===== src/rtl/strap_led_ctrl.sv =====
module strap_led_ctrl #(
  parameter int unsigned BLINK_TICKS = 1 << 22
) (
  input  logic       clk,
  input  logic       rst_n,
  input  logic [4:0] pad_in,
  input  logic       speed_strap,
  input  logic       duplex_strap,
  input  logic       aneg_strap,
  input  logic       ifmode_strap,
  input  logic       link_up,
  input  logic       full_dup,
  input  logic       speed_100,
  input  logic       activity,
  input  logic       collision,
  output logic [4:0] pad_out,
  output logic [4:0] pad_oe,
  output logic [4:0] mgmt_addr,
  output logic       cfg_speed100,
  output logic       cfg_full_dup,
  output logic       cfg_aneg_en,
  output logic       cfg_mii_mode
);
  localparam int unsigned CW = $clog2(BLINK_TICKS + 1);
  localparam logic [CW-1:0] RELOAD = CW'(BLINK_TICKS - 1);
  localparam logic [1:0] ST_IDLE = 2'd0, ST_ON = 2'd1, ST_OFF = 2'd2;

  logic       arm_q, drive_q;
  logic [2:0] trig, blink_on;
  logic [4:0] lit;

  // strap capture while in reset; R3: two-stage drive enable
  always_ff @(posedge clk) begin
    if (!rst_n) begin
      mgmt_addr    <= pad_in;
      cfg_speed100 <= speed_strap;
      cfg_full_dup <= duplex_strap;
      cfg_aneg_en  <= aneg_strap;
      cfg_mii_mode <= ifmode_strap;
      arm_q        <= 1'b0;
      drive_q      <= 1'b0;
    end else begin
      arm_q   <= 1'b1;
      drive_q <= arm_q;
    end
  end

  assign trig = {collision, activity & speed_100, activity & ~speed_100};

  for (genvar g = 0; g < 3; g++) begin : g_blink
    logic [1:0]    st;
    logic [CW-1:0] cnt;

    always_ff @(posedge clk) begin
      if (!rst_n) begin
        st  <= ST_IDLE;
        cnt <= '0;
      end else begin
        case (st)
          ST_IDLE: if (trig[g]) begin st <= ST_ON; cnt <= RELOAD; end
          ST_ON: begin
            if (trig[g])           cnt <= RELOAD;
            else if (cnt == '0)    begin st <= ST_OFF; cnt <= RELOAD; end
            else                   cnt <= cnt - 1'b1;
          end
          ST_OFF: begin
            if (cnt == '0) st <= ST_IDLE;
            else           cnt <= cnt - 1'b1;
          end
          default: st <= ST_IDLE;
        endcase
      end
    end

    assign blink_on[g] = (st == ST_ON);

    a_r7_idle_trigger_lights: assert property (@(posedge clk) disable iff (!rst_n)
      (st == ST_IDLE && trig[g]) |=> blink_on[g]);
    a_r7_dark_after_lit: assert property (@(posedge clk) disable iff (!rst_n)
      $fell(blink_on[g]) |=> !blink_on[g]);
  end

  assign lit     = {blink_on, full_dup, link_up};
  assign pad_out = lit ^ mgmt_addr;
  assign pad_oe  = {5{drive_q}};

  a_r3_quiet_after_release: assert property (@(posedge clk) disable iff (!rst_n)
    !$past(rst_n) |-> (pad_oe == 5'b0));
  a_r9_straps_hold: assert property (@(posedge clk) disable iff (!rst_n)
    $past(rst_n) |-> ($stable(mgmt_addr) && $stable(cfg_speed100) && $stable(cfg_full_dup)
                      && $stable(cfg_aneg_en) && $stable(cfg_mii_mode)));
  a_r3_drive_stays: assert property (@(posedge clk) disable iff (!rst_n)
    (pad_oe == 5'h1f) |=> (pad_oe == 5'h1f));
endmodule


===== config.mk =====
export PLATFORM = sky130hd
export DESIGN_NAME = strap_led_ctrl
export DESIGN_NICKNAME = d
export VERILOG_FILES = /design/src/rtl/strap_led_ctrl.sv
export SDC_FILE = /design/constraint.sdc
export NUM_CORES = 1
export LEC_CHECK = 0
export ABC_CLOCK_PERIOD_IN_PS = 2810
export BUFFER_PORTS_ARGS = -buffer_cell sky130_fd_sc_hd__buf_4
export CORE_UTILIZATION = 40
export CTS_CLUSTER_DIAMETER = 120
export DETAILED_ROUTE_END_ITERATION = 10
export PLACE_DENSITY_LB_ADDON = 0.12
export SLEW_MARGIN = 20
export SYNTH_ARGS = -nofsm -noshare
export SYNTH_HDL_FRONTEND = slang
export SYNTH_SLANG_ARGS = --single-unit

===== constraint.sdc =====
create_clock -name clk -period 2.81 [get_ports clk]
set_clock_uncertainty 0.2 [all_clocks]
set_input_delay 0.281 -clock clk [delete_from_list [all_inputs] [get_ports clk]]
set_output_delay 0.281 -clock clk [all_outputs]
set_load 0.005 [all_outputs]

# Word level (Yosys, flattened, before mapping)
# Cells that the tools add are included.
totals:
  reg_bits: 86
  out_inout_bits: 19
  elab_cells: 87
classes:
  n_bitwise: 4
  mux: 31
  eq_ne: 21
  n_reduce_logical: 15
  addsub: 3
ops:
  columns: ["op", "n"]
  rows:
  - ["23-bit 2-to-1 mux", 12]
  - ["23-bit case mux with 3 select lines", 3]
  - ["23-bit logical NOT", 3]
  - ["23-bit by 1-bit subtractor with 23-bit output (second input constant)", 3]
  - ["2-bit 2-to-1 mux", 12]
  - ["2-bit inequality test (second input constant)", 12]
  - ["2-bit case mux with 3 select lines", 3]
  - ["4-bit AND reduction", 3]
  - ["3-bit AND reduction", 3]
  - ["3-bit nonzero test", 3]
  - ["2-bit by 1-bit equality test with 1-bit output (second input constant)", 3]
  - ["2-bit equality test (second input constant)", 3]
  - ["2-bit logical NOT", 3]
  - ["2-bit by 1-bit inequality test with 1-bit output (second input constant)", 3]
  - ["5-bit bitwise XOR", 1]
  - ["1-bit bitwise AND", 2]
  - ["1-bit 2-to-1 mux", 1]
  - ["1-bit inverter", 1]

# Longest topological paths before layout
logic_depth:
  depth_word: 4
  mapped_depth: 10

# Least setup slack after synthesis
# Ideal clock, no wire load.
synth_path:
  kind: "flip-flop to flip-flop"
  startpoint: "reg g_blink[0].cnt[16]"
  endpoint: "reg g_blink[0].cnt[15]"
  required_ns: 2.531
  path_buffers: 1
  setup_slack_ns: 0.297
  arrival_ns: 2.233
  stages_incl_launch_ff: 8
  cell_sequence: "dfxtp_1 -> or4_4 -> or3_4 -> o32a_1 -> o21ai_4 -> buf_6 -> o21ai_1 -> a211oi_2"
synth_between:
  elab_chain_len: 4
  elab_cells_between_ends: 6
  cone_classes: "1 x eq/ne; 3 x mux; 2 x reduce/logical"
synth_lines:
  columns: ["element", "line_no", "text"]
  rows:
  - ["from (decl)", "52", "logic [CW-1:0] cnt;"]
  - ["from (signal assigned)", "64", "else cnt <= cnt - 1'b1;"]
  - ["from (signal assigned)", "68", "else cnt <= cnt - 1'b1;"]
  - ["23-bit logical NOT *", "63, 67", null]
  - ["23-bit 2-to-1 mux", "63", "else if (cnt == '0) begin st <= ST_OFF; cnt <= RELOAD; end"]
  - ["23-bit 2-to-1 mux", "62", "if (trig[g]) cnt <= RELOAD;"]
  - ["23-bit case mux with 3 select lines", "59", "case (st)"]
# Mark *: on every way between the ends. The rest lies on a longest branch, timed or not.
# A chain may end at the register's enable or synchronous reset.

# Worst setup path after layout
layout_path:
  startpoint: "reg g_blink[0].cnt[17]"
  endpoint: "reg g_blink[0].cnt[19]"
layout_between:
  elab_chain_len: 4
  elab_cells_between_ends: 8
  cone_classes: "1 x add/sub; 1 x eq/ne; 4 x mux; 2 x reduce/logical"
layout_lines:
  columns: ["element", "line_no"]
  rows:
  - ["23-bit by 1-bit subtractor with 23-bit output or 23-bit logical NOT (tied branches)", null]
  - ["23-bit 2-to-1 mux", "63"]
  - ["23-bit 2-to-1 mux", "62"]
  - ["23-bit case mux with 3 select lines", "59"]
# Parallel ways exist; a longest one is shown, timed or not. The select of a mux whose other input is x is not followed.

==> impl_metrics.json <==
{
  "layout_min_cycle_time_ps": 2642,
  "yosysMostFrequentCell": "a21oi_1",
  "first_pass_iters": 5,
  "drive_gt1_frac": 0.1686,
  "pre_cts_ws_ps": 158.2,
  "fmax_mhz": 378.6,
  "finalHoldViolations": 0,
  "synth_xor_area_frac": 0.01039,
  "cts_tree": "done",
  "grt_pass1_vias": 4769,
  "nNetsFinal": 720,
  "worst_slack_ps": 168.4,
  "initial_core_util": 0.4158,
  "avgSynthCellArea_um2": 7.902,
  "synth_compound_area_frac": 0.3135,
  "critPathMaxFanout": 10,
  "rrSetupSlack_ps": 170,
  "syn_nets": 671,
  "cts_setup_buffers": 0,
  "drt_iter0_drc": 493,
  "cts.htree.levels": 3,
  "routabilityCongestion": 0.8894,
  "setup.worst_path.start_class": "flip-flop",
  "vdd_drop_max_uv": 514.4,
  "post-synth-top-area-cell": "dfxtp_1",
  "overflow": 0,
  "cts-root-buf": "clkbuf_16",
  "end_kind": "flip-flop",
  "crit_type": "flip-flop to flip-flop",
  "yosys_warnings": 0,
  "tns_ps": 0,
  "synth_edf_count": 9,
  "die_h_um": 114.4,
  "crit_start": "g_blink[0].cnt[17]",
  "rsz0062_at_grt": "no",
  "port_buffers": 34,
  "clk_latency_ps": 350,
  "critPathArrivalTime_ps": 2740,
  "crit_end": "g_blink[0].cnt[19]",
  "via_per_inst": 5.958,
  "p_total_w": 0.004768,
  "path_clk_slew_ps": 60,
  "synthMuxAreaShare": 0,
  "io-pin-count": 35,
  "grt_pass1_wl_um": 22540,
  "post-route-drc-count": 0,
  "clock_sinks": 86,
  "cap_violations": 0,
  "timing.rr.end": "g_blink[0].cnt[19]",
  "worstHoldStart": "collision",
  "grt_antenna_before_repair": 0,
  "hold_path.class": "input port to flip-flop",
  "cts_inserted_buffers": 9,
  "clockBufferDepth": 2,
  "drv_slew": 0,
  "dp_hpwl_um": 9109,
  "dr_total_vias": 5136,
  "yosys_most_used_dff": "dfxtp_1",
  "setup_viol": 0,
  "netlist_area_mm2": 0.005057,
  "power.leakage_nw": 2.302,
  "worst_pin_slew_ps": 612.5,
  "routed_wirelength_um": 13400,
  "cp.required_ps": 2910,
  "period_share": 0.9401,
  "synth_top_family_by_area": "compound AO/OA/AOI/OAI gates",
  "coreArea_mm2": 0.01216,
  "ys_top_cells_by_count": "a21oi_1 (78), dfxtp_1 (77), o21ai_0 (54)",
  "reg2reg_from": "g_blink[0].cnt[17]",
  "grt_max_degree": 31,
  "dieArea_mm2": 0.01310,
  "synthDistinctLibCells": 56,
  "synth_seq_cells": 86,
  "slew-limit-headroom": 0.5859,
  "fp-row-count": 40,
  "grtUsageTotal": 0.2138,
  "synth_area_leaders": "dfxtp_1 (30%), a21oi_1 (7.7%), o221a_2 (5.6%), edfxtp_1 (5.3%), o21ai_0 (5.3%)",
  "syn_to_final_growth_pct": 18.36,
  "wl_per_cell_um": 15.55,
  "r2r_cells": 7,
  "die_w_um": 114.4,
  "drtAntennaViolNets": 0,
  "diodes": 0,
  "outcome": "completed",
  "async_reset_ff_frac": 0,
  "yosysSeqAreaShare": 0.3582,
  "synthCells": 640,
  "synth_top_area_share": 0.3048,
  "synth-simple-area-share": 0.2162,
  "synth_fa_ha_area_frac": 0.03711,
  "p_per_area_mw_per_mm2": 796.6
}
-- report_power, final --
group / switching [W] / internal, W / leakage [nW]
clock network: 0.000514 / 0.000683 / 0.144
logic: 0.00104 / 0.000764 / 1.43
registers: 0.000275 / 0.00149 / 0.727
total: 0.00183 / 0.00294 / 2.30
-- how the worst min path moves through the flow --
| stage | to | slack, ps | depth (start not counted) |
|---|---|---|---|
| after global placement | drive_q | 220 | 1 |
| after CTS | g_blink[2].st[0] | 120 | 3 |
| after global routing | g_blink[1].cnt[12] | 150 | 2 |
| after detailed placement | drive_q | 220 | 1 |
| final | g_blink[2].st[0] | 130 | 3 |
| after floorplan | arm_q | 110 | 0 |
-- routing by layer --
metal  GRT usage  share of wire  up-vias
li1            -              -     2508
met1      0.2791           0.46     2455
met2      0.3535           0.47      157
met3     0.04129          0.056       16
met4     0.07186          0.014        0
met5           0              0        -
-- registers in the layout, indices dropped and copies added, names as in the netlist --
name,count
cfg_full_dup,1
drive_q,1
cfg_mii_mode,1
g_blink.st,6
cfg_speed100,1
g_blink.cnt,69
cfg_aneg_en,1
mgmt_addr,5
arm_q,1
-- through the flow --
stage          utilization  hold WS (ps)  cell area [µm²]  instances
2_1_floorplan            -         108.7             5057        640
3_3_place_gp        0.4604         217.0             5599        837
3_5_place_dp        0.4604         219.9             5599        837
4_1_cts             0.4917         123.7             5979        862
5_1_grt             0.4922         153.7             5986        862
6_report            0.4922         133.7             5986        862
-- cells by family after synthesis --
group,Yosys count
AOI/OAI and AO/OA,244
and+or+nand+nor,211
DFF,86
buffers and inverters,78
adders and majority gates,15
xor gates and xnor gates,6
-- cell type report --
type / count / area (µm²)
Clock inverter: 7 / 65.06
Inverter: 42 / 157.7
Tap cell: 168 / 210.2
Sequential cell: 86 / 1812
Clock buffer: 9 / 225.2
Fill cell: 1195 / 6176
Timing Repair Buffer: 74 / 590.6
Multi-Input combinational cell: 476 / 2925
-- timing repair --
item                                   4_1_cts  5_1_grt
resized for setup                            0        1
setup endpoints to repair                    0        2
endpoints found under the hold margin        9        0
hold buffers                                 9        0
-- cells in the final DEF, fill, tap and decap left out, types with 4 or more instances in the layout --
master          n
a21oi_1        78
dfxtp_1        77
buf_4          64
o21ai_0        54
nor2_1         44
inv_1          41
nor3_1         40
nand2_1        34
a31oi_1        30
o221a_2        25
nand3_1        23
nor4_1         18
o21a_1         17
ha_1           15
edfxtp_1        9
clkbuf_16       9
dlygate4sd3_1   9
or3_1           7
a211oi_1        6
xor2_1          5
or4_1           5
o21ai_1         5
and3_1          5
nand4_1         5
a311oi_1        5
nor3b_1         4
nand2b_1        4
and2_1          4
a31o_2          4
-- critical path: stages, from the launching register on --
cell and delay (ps):
dfxtp_1 350, or4_4 550, or3_4 360, o32a_1 420, o21ai_4 190, buf_4 200
o21a_1 140, o221a_1 160
(Power assumes the default switching activity.)
